--- config.mk ---
export PLATFORM = sky130hd
export DESIGN_NAME = ratio_detect
export DESIGN_NICKNAME = d
export VERILOG_FILES = /design/src/rtl/ratio_det_pkg.sv /design/src/rtl/rd_counter.sv /design/src/rtl/rd_decoder.sv /design/src/rtl/rd_lock_ctrl.sv /design/src/rtl/ratio_detect.sv
export SDC_FILE = /design/constraint.sdc
export NUM_CORES = 1
export LEC_CHECK = 0
export BUFFER_PORTS_ARGS = -buffer_cell sky130_fd_sc_hd__buf_2
export CAP_MARGIN = 10
export CORE_MARGIN = 1.5
export CORE_UTILIZATION = 50
export DETAILED_ROUTE_END_ITERATION = 8
export HOLD_SLACK_MARGIN = 0.06
export MAX_ROUTING_LAYER = met4
export PLACE_DENSITY = 0.78
export SKIP_CTS_REPAIR_TIMING = 1
export SLEW_MARGIN = 20
export SYNTH_ARGS = -nofsm -noshare
export SYNTH_HDL_FRONTEND = slang
export SYNTH_SLANG_ARGS = --single-unit
--- constraint.sdc ---
create_clock -name clk_i -period 4.3 [get_ports clk_i]
set_clock_uncertainty 0.1 [all_clocks]
set_input_delay 0.86 -clock clk_i [delete_from_list [all_inputs] [get_ports clk_i]]
set_output_delay 0.86 -clock clk_i [all_outputs]
set_load 0.1 [all_outputs]
--- src/rtl/ratio_det_pkg.sv ---
package ratio_det_pkg;
  localparam int unsigned NUM_RATIOS = 9;
  localparam logic [3:0]  RATIO_NONE = 4'hF;

  typedef enum logic [1:0] {
    SPD_SINGLE = 2'd0,
    SPD_DOUBLE = 2'd1,
    SPD_QUAD   = 2'd2,
    SPD_RSVD   = 2'd3
  } speed_e;

  // even codes: powers of two of min; odd codes: 1.5x of the code below
  function automatic int unsigned ladder(int unsigned min_ratio, int unsigned k);
    if (k % 2 == 0) return min_ratio << (k / 2);
    return ((3 * min_ratio) / 2) << (k / 2);
  endfunction
endpackage

--- src/rtl/rd_counter.sv ---
module rd_counter #(
  parameter int unsigned CNT_W = 11
) (
  input  logic             clk_i,
  input  logic             rst_ni,
  input  logic             fclk_i,
  output logic             rise_o,
  output logic [CNT_W-1:0] cnt_o
);
  localparam logic [CNT_W-1:0] CNT_MAX = '1;

  logic fclk_q;

  assign rise_o = fclk_i & ~fclk_q;

  always_ff @(posedge clk_i or negedge rst_ni) begin
    if (!rst_ni) begin
      fclk_q <= 1'b0;
      cnt_o  <= '0;
    end else begin
      fclk_q <= fclk_i;
      if (rise_o)                cnt_o <= CNT_W'(1);
      else if (cnt_o != CNT_MAX) cnt_o <= cnt_o + 1'b1;
    end
  end

  p_cnt_no_wrap_r9: assert property (@(posedge clk_i) disable iff (!rst_ni)
    (cnt_o == CNT_MAX && !rise_o) |=> (cnt_o == CNT_MAX))
    else $error("counter wrapped");
endmodule

--- src/rtl/rd_decoder.sv ---
module rd_decoder
  import ratio_det_pkg::*;
#(
  parameter int unsigned CNT_W     = 11,
  parameter int unsigned MIN_RATIO = 64
) (
  input  logic [CNT_W-1:0] cnt_i,
  input  logic [1:0]       speed_i,
  input  logic             div_en_i,
  output logic             valid_o,
  output logic [3:0]       ratio_o,
  output logic [2:0]       div_sel_o
);
  logic [NUM_RATIOS-1:0] hit;

  for (genvar k = 0; k < NUM_RATIOS; k++) begin : g_cmp
    assign hit[k] = (cnt_i == CNT_W'(ladder(MIN_RATIO, k)));
  end

  logic [3:0] idx, base, off;
  logic       band_ok;

  always_comb begin
    idx = RATIO_NONE;
    for (int k = 0; k < NUM_RATIOS; k++)
      if (hit[k]) idx = 4'(k);
    band_ok = 1'b1;
    case (speed_e'(speed_i))
      SPD_SINGLE: base = 4'd4;
      SPD_DOUBLE: base = 4'd2;
      SPD_QUAD:   base = 4'd0;
      default: begin base = 4'd0; band_ok = 1'b0; end
    endcase
    off     = idx - base;
    valid_o = band_ok && (idx != RATIO_NONE) && (idx >= base) &&
              ((off <= 4'd3) || (off == 4'd4 && div_en_i));
    ratio_o   = idx;
    div_sel_o = off[2:0];
  end

  always_comb begin
    if (valid_o && div_sel_o == 3'd4)
      p_div4_needs_en_r5: assert (div_en_i) else $error("4x accepted without enable");
  end
endmodule

--- src/rtl/rd_lock_ctrl.sv ---
module rd_lock_ctrl #(
  parameter int unsigned CNT_W = 11
) (
  input  logic             clk_i,
  input  logic             rst_ni,
  input  logic [1:0]       speed_i,
  input  logic             div_en_i,
  input  logic             rise_i,
  input  logic [CNT_W-1:0] cnt_i,
  input  logic             valid_i,
  input  logic [3:0]       ratio_i,
  input  logic [2:0]       div_sel_i,
  output logic [3:0]       ratio_o,
  output logic [2:0]       div_sel_o,
  output logic             locked_o,
  output logic             err_o
);
  localparam logic [CNT_W-1:0] CNT_MAX = '1;

  logic [2:0]       mode_q;
  logic             armed, prev_ok;
  logic [CNT_W-1:0] prev_cnt;
  logic             chg;

  assign chg = ({speed_i, div_en_i} != mode_q);

  always_ff @(posedge clk_i or negedge rst_ni) begin
    if (!rst_ni) begin
      mode_q    <= '0;
      armed     <= 1'b0;
      prev_ok   <= 1'b0;
      prev_cnt  <= '0;
      ratio_o   <= 4'hF;
      div_sel_o <= '0;
      locked_o  <= 1'b0;
      err_o     <= 1'b0;
    end else if (chg) begin
      mode_q   <= {speed_i, div_en_i};
      armed    <= 1'b0;
      prev_ok  <= 1'b0;
      locked_o <= 1'b0;
      err_o    <= 1'b0;
    end else if (rise_i) begin
      if (!armed) begin
        armed <= 1'b1;
      end else if (!valid_i) begin
        err_o    <= 1'b1;
        locked_o <= 1'b0;
        prev_ok  <= 1'b0;
      end else begin
        err_o <= 1'b0;
        if (prev_ok && cnt_i == prev_cnt) begin
          locked_o  <= 1'b1;
          ratio_o   <= ratio_i;
          div_sel_o <= div_sel_i;
        end else begin
          locked_o <= 1'b0;
          prev_ok  <= 1'b1;
          prev_cnt <= cnt_i;
        end
      end
    end else if (armed && cnt_i == CNT_MAX) begin
      err_o    <= 1'b1;
      locked_o <= 1'b0;
      prev_ok  <= 1'b0;
    end
  end

  p_lock_excl_err_r8: assert property (@(posedge clk_i) disable iff (!rst_ni)
    locked_o |-> !err_o) else $error("locked with error");

  p_err_holds_sel_r8: assert property (@(posedge clk_i) disable iff (!rst_ni)
    $rose(err_o) |-> ($stable(div_sel_o) && $stable(ratio_o)))
    else $error("select moved on error");

  p_chg_unlock_r10: assert property (@(posedge clk_i) disable iff (!rst_ni)
    chg |=> (!locked_o && !err_o)) else $error("mode change kept state");

  p_lock_on_edge_r7: assert property (@(posedge clk_i) disable iff (!rst_ni)
    $rose(locked_o) |-> ($past(rise_i) && $past(valid_i)))
    else $error("lock without accepted edge");
endmodule

--- src/rtl/ratio_detect.sv ---
module ratio_detect #(
  parameter int unsigned CNT_W     = 11,
  parameter int unsigned MIN_RATIO = 64
) (
  input  logic       clk_i,
  input  logic       rst_ni,
  input  logic       fclk_i,
  input  logic [1:0] speed_i,
  input  logic       div_en_i,
  output logic [3:0] ratio_o,
  output logic [2:0] div_sel_o,
  output logic       locked_o,
  output logic       err_o
);
  logic             rise;
  logic [CNT_W-1:0] cnt;
  logic             dec_valid;
  logic [3:0]       dec_ratio;
  logic [2:0]       dec_div;

  rd_counter #(.CNT_W(CNT_W)) u_cnt (
    .clk_i(clk_i), .rst_ni(rst_ni), .fclk_i(fclk_i),
    .rise_o(rise), .cnt_o(cnt)
  );

  rd_decoder #(.CNT_W(CNT_W), .MIN_RATIO(MIN_RATIO)) u_dec (
    .cnt_i(cnt), .speed_i(speed_i), .div_en_i(div_en_i),
    .valid_o(dec_valid), .ratio_o(dec_ratio), .div_sel_o(dec_div)
  );

  rd_lock_ctrl #(.CNT_W(CNT_W)) u_lock (
    .clk_i(clk_i), .rst_ni(rst_ni), .speed_i(speed_i), .div_en_i(div_en_i),
    .rise_i(rise), .cnt_i(cnt), .valid_i(dec_valid), .ratio_i(dec_ratio),
    .div_sel_i(dec_div), .ratio_o(ratio_o), .div_sel_o(div_sel_o),
    .locked_o(locked_o), .err_o(err_o)
  );
endmodule

==> Word level (Yosys, flattened, before mapping) <==
Cells that the tools add are included.
{ "op_classes": {"addsub": 2, "magnitude_cmp": 2, "n_eq_ne": 19, "muxes": 31, "bitwise_logic": 4, "n_reduce_logical": 16} }
{ "op_table": {"columns": ["operator", "n"], "rows": [
  ["$mux W4", 9],
  ["$eq A11 B10 Y1 const B", 2],
  ["$eq A11 B11 Y1 const B", 2],
  ["$eq A11 B7 Y1 const B", 2],
  ["$eq A11 B8 Y1 const B", 2],
  ["$eq A11 B9 Y1 const B", 2],
  ["$mux W11", 2],
  ["$mux W1", 19],
  ["$add A11 B1 Y11 const B", 1],
  ["$eq A11 B11 Y1", 1],
  ["$ne A11 B11 Y1 const B", 1],
  ["$reduce_and A5 Y1", 2],
  ["$ne A4 B4 Y1 const B", 2],
  ["$logic_and A1 B1 Y1", 6],
  ["$pmux W3 S2", 1],
  ["$eq A4 B3 Y1 const B", 1],
  ["$ge A4 B3 Y1", 1],
  ["$le A4 B2 Y1 const B", 1],
  ["$reduce_bool A2 Y1", 2],
  ["$sub A4 B3 Y4", 1],
  ["$ne A3 B1 Y1 const B", 1],
  ["$ne A3 B3 Y1", 1],
  ["$not A1 Y1", 3],
  ["$reduce_and A3 Y1", 1],
  ["8 further kinds", 8]
]} }
{ "totals": {"register_bits": 37, "inputBits": 6, "out_inout_bits": 9, "elab_cells": 84} }

==> Depth between registers and ports, before layout <==
Gate-level depths: netlist of run 1.
{ "logic_depth": {"depth_word": 19, "depth_mapped": 15, "mapped_depth_nobuf": 14} }

==> Cells and area by module <==
Synthesis of run 1 repeated with hierarchy kept, for this count alone.
{ "unflattened": {"hier_cells": 223, "hier_area_um2": 2269.7} }
{ "by_module_without_submodules": {"columns": ["mod", "instances", "cells_per_inst", "area_per_inst_um2", "seq_area_each_um2"], "rows": [
  ["rd_lock_ctrl", 1, 117, 1297.5, 630.6],
  ["rd_counter", 1, 58, 618.1, 300.3],
  ["rd_decoder", 1, 48, 354.1, 0.0]
]} }

==> Worst setup path after synthesis of run 1 <==
No wires, ideal clock.
{ "synth_path": {"path_kind": "register -> register", "start": "reg u_cnt.cnt_o[0]", "end": "reg u_lock.prev_cnt[10]", "setup_time_ns": 0.125, "arrival_ns": 2.972, "t_required_ns": 4.075, "setup_slack_ns": 1.103, "stages_incl_launch_ff": 16, "path_buffers": 1, "period_less_slack_ns": 3.197, "cell_sequence": "dfrtp_1 inv_1 ha_1 nor4b_4 nand2_1 o21ai_0 ha_1 inv_1 fa_1 nand2b_1 a21oi_1 o21ai_0 o211ai_2 nor3_4 buf_6 mux2_4"} }
{ "synth_between": {"elab_chain_cells": 16, "elab_cells_between_ends": 32, "cone_classes": "add/sub (1); order compare (2); eq/ne (12); mux (9); bitwise (1); reduce/logical (7)"} }
{ "synth_lines": {"columns": ["item", "line_no", "rtl"], "rows": [
  ["start: declaration", "rd_counter.sv:8", "output logic [CNT_W-1:0] cnt_o"],
  ["start signal: assignment", "rd_counter.sv:23", "else if (cnt_o != CNT_MAX) cnt_o <= cnt_o + 1'b1;"],
  ["branches (longest 15 deep; another with $sub A4 B3 Y4)", null, null],
  ["$reduce_and A5 Y1 (no line) *", null, null],
  ["end signal: assignment", "rd_lock_ctrl.sv:59", "prev_cnt <= cnt_i;"],
  ["end: declaration", "rd_lock_ctrl.sv:22", "logic [CNT_W-1:0] prev_cnt;"]
]} }
Every way passes the cells marked *.
A chain may end at the register's enable or synchronous reset.

==> Final worst setup path of run 1 <==
{ "layout_path": {"start": "reg u_cnt.cnt_o[1]", "end": "reg u_lock.prev_cnt[0]"} }
The elaborated chain is that of the path after synthesis.

==> results of run 1 <==
==> Yosys cell counts, types with 2 or more instances <==
cell type	count
dfrtp_1	33
nor2_1	17
nand2_1	14
xnor2_1	14
inv_1	9
nand4_1	9
xor2_1	9
nor2b_1	8
mux2_4	7
mux2i_1	7
clkbuf_1	6
nand3_1	6
nor3_1	5
a21oi_1	4
dfstp_2	4
ha_1	4
o21ai_0	4
buf_2	3
mux2_1	3
nand2b_1	3
a31oi_1	2
a41oi_1	2
and2_1	2
buf_1	2
buf_4	2
buf_6	2
==> power by group through the flow <==
stage / clock [mW] / sequential [mW] / combinational [mW]
2_1_floorplan: 0 / 0.381 / 0.107
3_3_place_gp: 0 / 0.405 / 0.0963
3_5_place_dp: 0 / 0.407 / 0.0984
4_1_cts: 0.247 / 0.400 / 0.0994
5_1_grt: 0.256 / 0.404 / 0.112
6_report: 0.242 / 0.401 / 0.0988
==> sequential cells by signal (all words and copies together), names as in the netlist <==
register,flops
u_cnt.cnt_o,11
u_cnt.fclk_q,1
u_lock.armed,1
u_lock.div_sel_o,3
u_lock.err_o,1
u_lock.locked_o,1
u_lock.mode_q,3
u_lock.prev_cnt,11
u_lock.prev_ok,1
u_lock.ratio_o,4
==> kinds of logic (layout without fill, tap and decap cells) <==
group                      after synthesis  after routing  synth area share [%]
buffers and inverters                   24             35                  5.57
DFF                                     37             37                  44.6
AOI/OAI and AO/OA                       22             22                  7.55
adders and majority gates                5              5                  3.36
and+or+nand+nor                         72             72                  19.2
muxes                                   17             17                  10.0
xor gates and xnor gates                23             23                  9.65
==> worst max-delay path by stage <==
stage / end / slack, ns / depth (start not counted) / from
after CTS: u_lock.prev_cnt[0] / 0.52 / 14 / u_cnt.cnt_o[1]
after detailed placement: u_lock.prev_cnt[0] / 0.55 / 14 / u_cnt.cnt_o[1]
after global placement: u_lock.prev_cnt[0] / 0.66 / 14 / u_cnt.cnt_o[0]
after floorplan: u_lock.prev_cnt[10] / 1.10 / 15 / u_cnt.cnt_o[0]
final: u_lock.prev_cnt[0] / 0.52 / 14 / u_cnt.cnt_o[1]
after global routing: u_lock.prev_cnt[0] / 0.16 / 14 / u_cnt.cnt_o[1]
==> metrics by stage <==
step	total power, mW	worst slack, ns	utilization [%]	area [um^2]
2_1_floorplan	0.488	1.10	-	2090
3_3_place_gp	0.501	0.661	54.4	2170
3_5_place_dp	0.505	0.550	54.4	2170
4_1_cts	0.747	0.522	56.6	2260
5_1_grt	0.771	0.161	56.6	2260
6_report	0.742	0.523	56.6	2260
==> metal layers <==
metal	part of all wire, %	vias up
li1	-	701
met1	49	715
met2	48	24
met3	3.0	5
met4	0.82	0
met5	0	-
==> cell type report <==
cell class / instances / area (um^2) / area share, %
Clock buffer: 6 / 82.6 / 3.65
Tap cell: 50 / 62.6 / 2.76
Sequential cell: 37 / 931 / 41.1
Inverter: 9 / 33.8 / 1.49
Multi-Input combinational cell: 139 / 1040 / 45.9
Timing Repair Buffer: 19 / 108 / 4.75
Clock inverter: 1 / 7.51 / 0.331
==> worst max-delay path, cell delays in order, from the launching register on <==
cell and delay (ns):
dfrtp_1 0.43, inv_1 0.10, ha_1 0.15, nor4b_4 0.42
nand2_1 0.12, o21ai_0 0.27, ha_1 0.19, inv_1 0.06
fa_1 0.40, nand2b_1 0.10, a21oi_1 0.04, o21ai_0 0.09
o211ai_2 0.19, nor3_4 0.60, mux2_1 0.38
==> metrics.yaml, run 1 <==
clocking:
  cts-root-buf: "clkbuf_8"
  clk_pin_slew_ns: 0.07
  numCtsBuffers: 5
  cts_sinks: 37
  cts_max_level: 2
  cts_buffer_depth: 2
  cts_tree: "yes"
  clock_latency_ns: 0.28
place:
  dp.cells: 254
  numPortBuffers: 14
  place_congestion: 0.867
  dpl.hpwl_um: 2740
sta:
  finalSetupTns_ns: 0
  hold_ws_ns: 0.365
  relSlewSlack_pct: 47.0
  max_freq_ghz: 0.265
  layout_min_cycle_time_ns: 3.78
  setup_viol: 0
  rsz0062_at_grt: "false"
  slew_violations: 0
  hold_viol: 0
  worstMarginPinSlew_ns: 0.796
  period_share_pct: 87.8
critical_path:
  regToRegSetupSlack_ns: 0.52
  r2r-end: "u_lock.prev_cnt[0]"
  worst-setup-path-type: "reg2reg"
  r2r_start: "u_cnt.cnt_o[1]"
  end_kind: "flop"
  reg2reg_depth: 14
  start_kind: "flop"
  crit_fanout: 11
  crit_arrival_ns: 3.84
  required_ns: 4.37
logic_synthesis:
  synthesis.area_um2: 2090
  syn_nets: 211
  synth_top_area_share_pct: 39.6
  postSynthAreaPerCell_um2: 10.4
  synth_edf_count: 0
  synthTopCellsByArea: "dfrtp_1 (40%), xnor2_1 (5.9%), dfstp_2 (5.0%), mux2_4 (5.0%), xor2_1 (3.8%)"
  yosysWarnings: 0
  ys_types: 45
  async_flop_share_pct: 100
  synth_seq_area_share_pct: 44.6
  syn_inst: 200
  synth_ff_type: "dfrtp_1"
  synth_seq_cells: 37
  synth_top_area_cell: "dfrtp_1"
power_and_ir_drop:
  p_sw_share_pct: 27.8
  p_leak_nw: 1.01
  power.switching_uw: 206
  power.density_nw_per_um2: 327
  peakVddDrop_mv: 0.199
  p_comb_share_pct: 13.3
  internal-power_uw: 535
  clkPwrFrac_pct: 32.6
  p_seq_share_pct: 54.1
final_layout:
  diodes: 0
  instances_no_fill: 261
  drive_above_1_share_pct: 20.4
  final_cell_mix: "dfrtp_1 (33), nor2_1 (17), nand2_1 (14), xnor2_1 (14), buf_2 (14)"
  fin_nets: 222
  final_common_cell: "dfrtp_1"
  n_fill_cell: 352
  area_delta_synth_final_pct: 8.51
global_routing:
  globalRouteOverflowTotal: 0
  met2_usage_pct: 29.9
  grt_max_degree: 38
  gr-max-usage-layer: "met2"
  grt_use_met1_pct: 26.4
  track_usage_pct: 19.6
  use_met3_pct: 4.50
  antenna_found_initial: 0
  grt_pass1_wl_um: 6350
  first_global_vias: 1333
floorplanning:
  dieArea_um2: 4570
  start_util_pct: 52.2
  io-pin-count: 15
  core_region_area_um2: 4000
  die_w_um: 67.6
  rows: 23
  die_h_um: 67.6
status:
  status: "complete, no violations"
routing:
  dr.pass1.iters: 4
  drc: 0
  wirelength_um: 3790
  drtIter0Drc: 37
  wire_per_inst_um: 14.5
  viasPerCell: 5.54
  via_count: 1445
  drtAntennaViolNets: 0
run:
  drv_cap: 0
worst_hold_path:
  min_to: "u_lock.ratio_o[3]"
  hold_start: "u_lock.ratio_o[3]"
  hold_path_depth: 2
  hold_class: "reg2reg"
Power figures use the tool's default switching activity.
==> run 2: changes to the inputs <==
Settings changed: CORE_UTILIZATION 50 to 28, PLACE_DENSITY 0.78 to 0.53.
==> metrics.yaml, run 2 (same netlist as run 1, synthesis figures left out) <==
status:
  status: "complete, no violations"
worst_hold_path:
  hold_class: "reg2reg"
clocking:
  cts-root-buf: "clkbuf_8"
  cts_buffer_depth: 2  # unchanged
  cts_sinks: 37  # unchanged
  numCtsBuffers: 5  # unchanged
  clock_latency_ns: 0.30  # +0.02 ns
  cts_tree: "yes"
  clk_pin_slew_ns: 0.08  # about the same
  cts_max_level: 2  # unchanged
routing:
  wire_per_inst_um: 13.2  # -9.3%
  dr.pass1.iters: 4  # unchanged
  viasPerCell: 4.54  # -18%
  drc: 0  # unchanged
  drtAntennaViolNets: 0  # unchanged
  drtIter0Drc: 65  # +76%
  wirelength_um: 4090  # +8.1%
  via_count: 1411  # -2.4%
floorplanning:
  rows: 31  # +35%
  die_h_um: 89.3  # +32%
  die_w_um: 89.3  # +32%
  dieArea_um2: 7980  # +75%
  start_util_pct: 28.9  # -23 points
  core_region_area_um2: 7210  # +80%
  io-pin-count: 15  # unchanged
sta:
  fin_ws_ns: 0.580  # +0.0563 ns
  relSlewSlack_pct: 45.0  # -2.0 points
  setup_viol: 0  # unchanged
  worstMarginPinSlew_ns: 0.825  # +0.0300 ns
  hold_ws_ns: 0.369  # +0.00396 ns
  hold_viol: 0  # unchanged
  period_share_pct: 86.5  # -1.3 points
  rsz0062_at_grt: "false"
  layout_min_cycle_time_ns: 3.72  # -0.0563 ns
  max_freq_ghz: 0.269  # +1.5%
  finalSetupTns_ns: 0  # unchanged
  slew_violations: 0  # unchanged
place:
  place_ws_ns: 0.534  # -0.0164 ns
  place_congestion: 0.873  # +0.67%
  dp.cells: 303  # +19%
  dpl.hpwl_um: 2980  # +8.5%
  place_area_um2: 2240  # +2.8%
  numPortBuffers: 14  # unchanged
critical_path:
  cp_num_buf_inv: 2  # unchanged
  cp_cell_sequence: "inv_1 -> ha_1 -> nor4b_4 -> nand2_1 -> o21ai_0 -> ha_1 -> inv_1 -> fa_1 -> nand2b_1 -> a21oi_1 -> o21ai_0 -> o211ai_2 -> nor3_4 -> mux2_1"
  slowest_stage: "nor3_4"
  required_ns: 4.38  # about the same
  crit_arrival_ns: 3.80  # -0.04 ns
  start_kind: "flop"
  end_kind: "flop"
  worst-setup-path-type: "reg2reg"
  slowest_delay_ns: 0.60  # about the same
  crit_family: "simple AND/OR/NAND/NOR gates"
  crit_fanout: 11  # unchanged
power_and_ir_drop:
  p_sw_share_pct: 25.4  # -2.3 points
  internal-power_uw: 639  # +19%
  p_seq_share_pct: 46.8  # -7.3 points
  power_uw: 857  # +16%
  power.switching_uw: 218  # +5.9%
  peakVddDrop_mv: 0.200  # +0.13%
  power.density_nw_per_um2: 362  # +10%
  clkPwrFrac_pct: 41.7  # +9.1 points
  p_comb_share_pct: 11.5  # -1.8 points
  p_leak_nw: 1.03  # +2.4%
final_layout:
  final_cell_mix: "dfrtp_1 (33), nor2_1 (17), nand2_1 (14), xnor2_1 (14), buf_2 (14)"
  final_util_pct: 32.8  # -24 points
  n_fill_cell: 759  # +120%
  diodes: 0  # unchanged
  area_delta_synth_final_pct: 13.5
  fin_nets: 222  # unchanged
  final_cell_area_um2: 2370  # +4.6%
  final_common_cell: "dfrtp_1"
  instances_no_fill: 311  # +19%
  top_regs: "u_cnt.cnt_o x11, u_lock.prev_cnt x11, u_lock.ratio_o x4"
  drive_above_1_share_pct: 20.8  # +0.38 points
global_routing:
  grt_pass1_wl_um: 6740  # +6.1%
  grt_max_degree: 38  # unchanged
  first_global_vias: 1289  # -3.3%
  antenna_found_initial: 0  # unchanged
  globalRouteOverflowTotal: 0  # unchanged
  track_usage_pct: 11.8  # -7.8 points
run:
  drv_cap: 0  # unchanged
[run 2: path summary, 6_finish.rpt]
kind	from	end	slack, ns	cells past startpoint
worst max-delay path	u_cnt.cnt_o[0]	u_lock.prev_cnt[0]	0.58	14
worst min-delay path	u_lock.ratio_o[3]	u_lock.ratio_o[3]	0.37	2
worst max register to register	u_cnt.cnt_o[0]	u_lock.prev_cnt[0]	0.58	14
worst min register to register	u_lock.ratio_o[3]	u_lock.ratio_o[3]	0.37	2
max in group asynchronous	rst_ni	u_lock.locked_o	3.02	1
min in group asynchronous	rst_ni	u_lock.prev_cnt[3]	0.56	1
[run 2: cell type report]
class	instances	area (um^2)	share of cell area, %
multi-input cells	139	1040	43.9
flip-flops and latches	37	931	39.3
well taps	99	124	5.23
repair buffers	19	108	4.54
clock buffers	5	68.8	2.90
clock inverters	3	65.1	2.75
inverters	9	33.8	1.43
[run 2: layer usage]
| metal | part of all wire [%] | vias to the layer above | GRT usage, % |
|---|---|---|---|
| li1 | - | 703 | - |
| met1 | 49 | 669 | 16.9 |
| met2 | 45 | 28 | 15.6 |
| met3 | 3.2 | 11 | 3.05 |
| met4 | 2.6 | 0 | 5.17 |
| met5 | 0 | - | - |
[run 2: worst register-to-register path, stage by stage (launching register included)]
cell      delay [ns]
dfrtp_1         0.45
inv_1           0.09
ha_1            0.14
nor4b_4         0.40
nand2_1         0.12
o21ai_0         0.26
ha_1            0.18
inv_1           0.06
fa_1            0.41
nand2b_1        0.09
a21oi_1         0.04
o21ai_0         0.10
o211ai_2        0.20
nor3_4          0.60
mux2_1          0.38
[run 2: power groups by stage]
stage          clock network (mW)  logic, mW  registers (mW)
4_1_cts                     0.371      0.101           0.401
6_report                    0.357     0.0988           0.401
3_5_place_dp                    0      0.100           0.408
2_1_floorplan                   0      0.107           0.381
5_1_grt                     0.385      0.115           0.405
3_3_place_gp                    0     0.0997           0.407
==> run 3: changes to the inputs <==
Settings changed: RECOVER_POWER set to 25, SYNTH_HIERARCHICAL set to 1.
==> metrics.yaml, run 3 <==
status:
  status: "finished with violations"
  violations: "capacitance limit, slew limit"
sta:
  rsz0062_at_grt: "false"
  slew_violations: 38  # +38
  finalSetupTns_ns: 0  # unchanged
  period_share_pct: 92.9  # +6.4 points
  hold_viol: 0  # unchanged
  max_freq_ghz: 0.250  # -6.9%
  layout_min_cycle_time_ns: 4.00  # +0.275 ns
  relSlewSlack_pct: -35.7  # -81 points
  worstMarginPinSlew_ns: 2.04  # +1.21 ns
  setup_viol: 0  # unchanged
logic_synthesis:
  synthTopCellsByArea: "dfrtp_1 (36%), nand2_1 (5.3%), dfstp_2 (4.6%), mux2_4 (4.6%), xnor2_1 (4.6%)"
  synth_common_cells: "dfrtp_1 (33), nand2_1 (32), xnor2_1 (12), a31oi_1 (11), inv_1 (9)"
  postSynthAreaPerCell_um2: 10.2  # -2.5%
  syn_nets: 233  # +10%
  synthesis.area_um2: 2270  # +8.8%
  synth_seq_cells: 37  # unchanged
  synth_seq_area_share_pct: 41.0  # -3.6 points
  synth_ff_type: "dfrtp_1"
  yosysWarnings: 6  # +6
  syn_inst: 223  # +12%
  ys_types: 60  # +33%
  async_flop_share_pct: 100  # unchanged
  synth_edf_count: 0  # unchanged
  yosysMostFrequentCell: "dfrtp_1"
  synth_top_area_cell: "dfrtp_1"
  synth_top_area_share_pct: 36.4  # -3.2 points
floorplanning:
  dieArea_um2: 8660  # +8.5%
  die_w_um: 93.0  # +4.1%
  start_util_pct: 29.2  # +0.29 points
  io-pin-count: 15  # unchanged
  rows: 32  # +3.2%
  die_h_um: 93.0  # +4.1%
  core_region_area_um2: 7770  # +7.7%
place:
  place_area_um2: 2480  # +11%
  dpl.hpwl_um: 3520  # +18%
  numPortBuffers: 14  # unchanged
  dp.cells: 341  # +13%
  place_congestion: 0.844  # -3.4%
power_and_ir_drop:
  clkPwrFrac_pct: 30.9  # -11 points
  p_comb_share_pct: 20.4  # +8.9 points
  power.switching_uw: 257  # +18%
  power_uw: 809  # -5.6%
  p_sw_share_pct: 31.8  # +6.3 points
  power.density_nw_per_um2: 316  # -13%
  p_seq_share_pct: 48.7  # +1.9 points
  internal-power_uw: 552  # -14%
  peakVddDrop_mv: 0.223  # +12%
  p_leak_nw: 1.10  # +6.7%
worst_hold_path:
  hold_class: "reg2reg"
clocking:
  cts_sinks: 37  # unchanged
  clk_pin_slew_ns: 0.07  # about the same
  cts_max_level: 2  # unchanged
  clock_latency_ns: 0.29  # about the same
  cts-root-buf: "clkbuf_8"
  cts_tree: "yes"
  cts_buffer_depth: 2  # unchanged
  numCtsBuffers: 5  # unchanged
global_routing:
  track_usage_pct: 12.5  # +0.64 points
  globalRouteOverflowTotal: 0  # unchanged
  antenna_found_initial: 0  # unchanged
  first_global_vias: 1679  # +30%
  grt_max_degree: 38  # unchanged
  grt_pass1_wl_um: 8360  # +24%
final_layout:
  fin_nets: 256  # +15%
  final_cell_area_um2: 2560  # +8.1%
  area_delta_synth_final_pct: 12.9
  final_common_cell: "dfrtp_1"
  drive_above_1_share_pct: 24.0  # +3.2 points
  final_util_pct: 33.0  # +0.14 points
  n_fill_cell: 809  # +6.6%
  instances_no_fill: 348  # +12%
  multi_input_area_um2: 1230  # +18%
  top_regs: "u_cnt/cnt_o x11, u_lock/prev_cnt x11, u_lock/ratio_o x4"
  diodes: 0  # unchanged
  final_cell_mix: "dfrtp_1 (33), nand2_1 (32), buf_4 (12), xnor2_1 (12), a31oi_1 (11)"
  register_area_um2: 931  # unchanged
critical_path:
  start_kind: "flop"
  required_ns: 4.37  # about the same
  worst-setup-path-type: "reg2reg"
  crit_fanout: 8  # -3
  crit_arrival_ns: 4.06  # +0.26 ns
  end_kind: "flop"
run:
  drv_cap: 1  # +1
routing:
  drtIter0Drc: 61  # -6.2%
  dr.pass1.iters: 4  # unchanged
  viasPerCell: 5.02  # +11%
  drtAntennaViolNets: 0  # unchanged
  wire_per_inst_um: 14.3  # +9.0%
  via_count: 1747  # +24%
  drc: 0  # unchanged
  wirelength_um: 4990  # +22%
[run 3: final timing paths]
| check | startpoint | endpoint | slack, ns | cells past startpoint |
|---|---|---|---|---|
| max in group asynchronous | rst_ni | u_cnt/cnt_o[10] | 1.88 | 1 |
| min in group asynchronous | rst_ni | u_cnt/cnt_o[1] | 1.04 | 1 |
| hold reg to reg | u_lock/prev_cnt[6] | u_lock/prev_cnt[6] | 0.40 | 2 |
| setup reg to reg | u_cnt/cnt_o[10] | u_lock/div_sel_o[1] | 0.30 | 15 |
| setup / recovery | u_cnt/cnt_o[10] | u_lock/div_sel_o[1] | 0.30 | 15 |
| hold / removal | u_lock/prev_cnt[6] | u_lock/prev_cnt[6] | 0.40 | 2 |
[run 3: cell families (layout without fill, tap and decap cells)]
kind of cell    count (synthesis)  in the layout  synth area share [%]
flops                          37             37                  41.0
simple gates                   90             90                  23.6
mux                            11             11                  6.45
fa+ha+maj                       4              4                  2.54
compound gates                 45             45                  14.3
buf+inv                        20             43                  4.96
xor+xnor                       16             16                  7.17
[run 3: final cells by class]
cell class | count | area share [%]
Tap cell | 102 | 4.98
Sequential cell | 37 | 36.3
Timing Repair Buffer | 26 | 6.01
Clock buffer | 7 | 3.37
Multi-Input combinational cell | 166 | 47.9
Inverter | 10 | 1.46
[run 3: worst max-delay path, stage by stage, from the launching register on]
cell,delay [ns]
dfrtp_1,0.37
or3_4,0.39
or3_1,0.34
o31ai_1,0.08
and2_1,0.18
ha_1,0.14
inv_1,0.06
fa_1,0.39
nor4_1,0.28
a21oi_1,0.06
and4bb_1,0.25
and3_1,0.21
nand4_4,0.17
nor4_4,0.31
buf_4,0.23
mux2_4,0.31
[run 3: power groups by stage]
| stage | Clock [mW] | Combinational, mW | Sequential [mW] |
|---|---|---|---|
| 6_report | 0.250 | 0.165 | 0.394 |
| 2_1_floorplan | 0 | 0.0983 | 0.415 |
| 3_3_place_gp | 0 | 0.165 | 0.400 |
| 4_1_cts | 0.259 | 0.166 | 0.394 |
| 3_5_place_dp | 0 | 0.166 | 0.400 |
| 5_1_grt | 0.270 | 0.183 | 0.397 |
[run 3: per-stage QoR]
step,hold WS (ns),worst slack (ns)
floorplan,0.367,0.0724
detailed placement,0.386,0.289
global placement,0.383,0.361
global route,0.409,0.0178
CTS,0.405,0.279
finish,0.401,0.304
[run 3: per-layer routing]
metal	track usage (%)	routed length [um]
met2	18.5	2230
met4	1.89	0
met3	2.76	154
met1	17.8	2610
met5	-	0
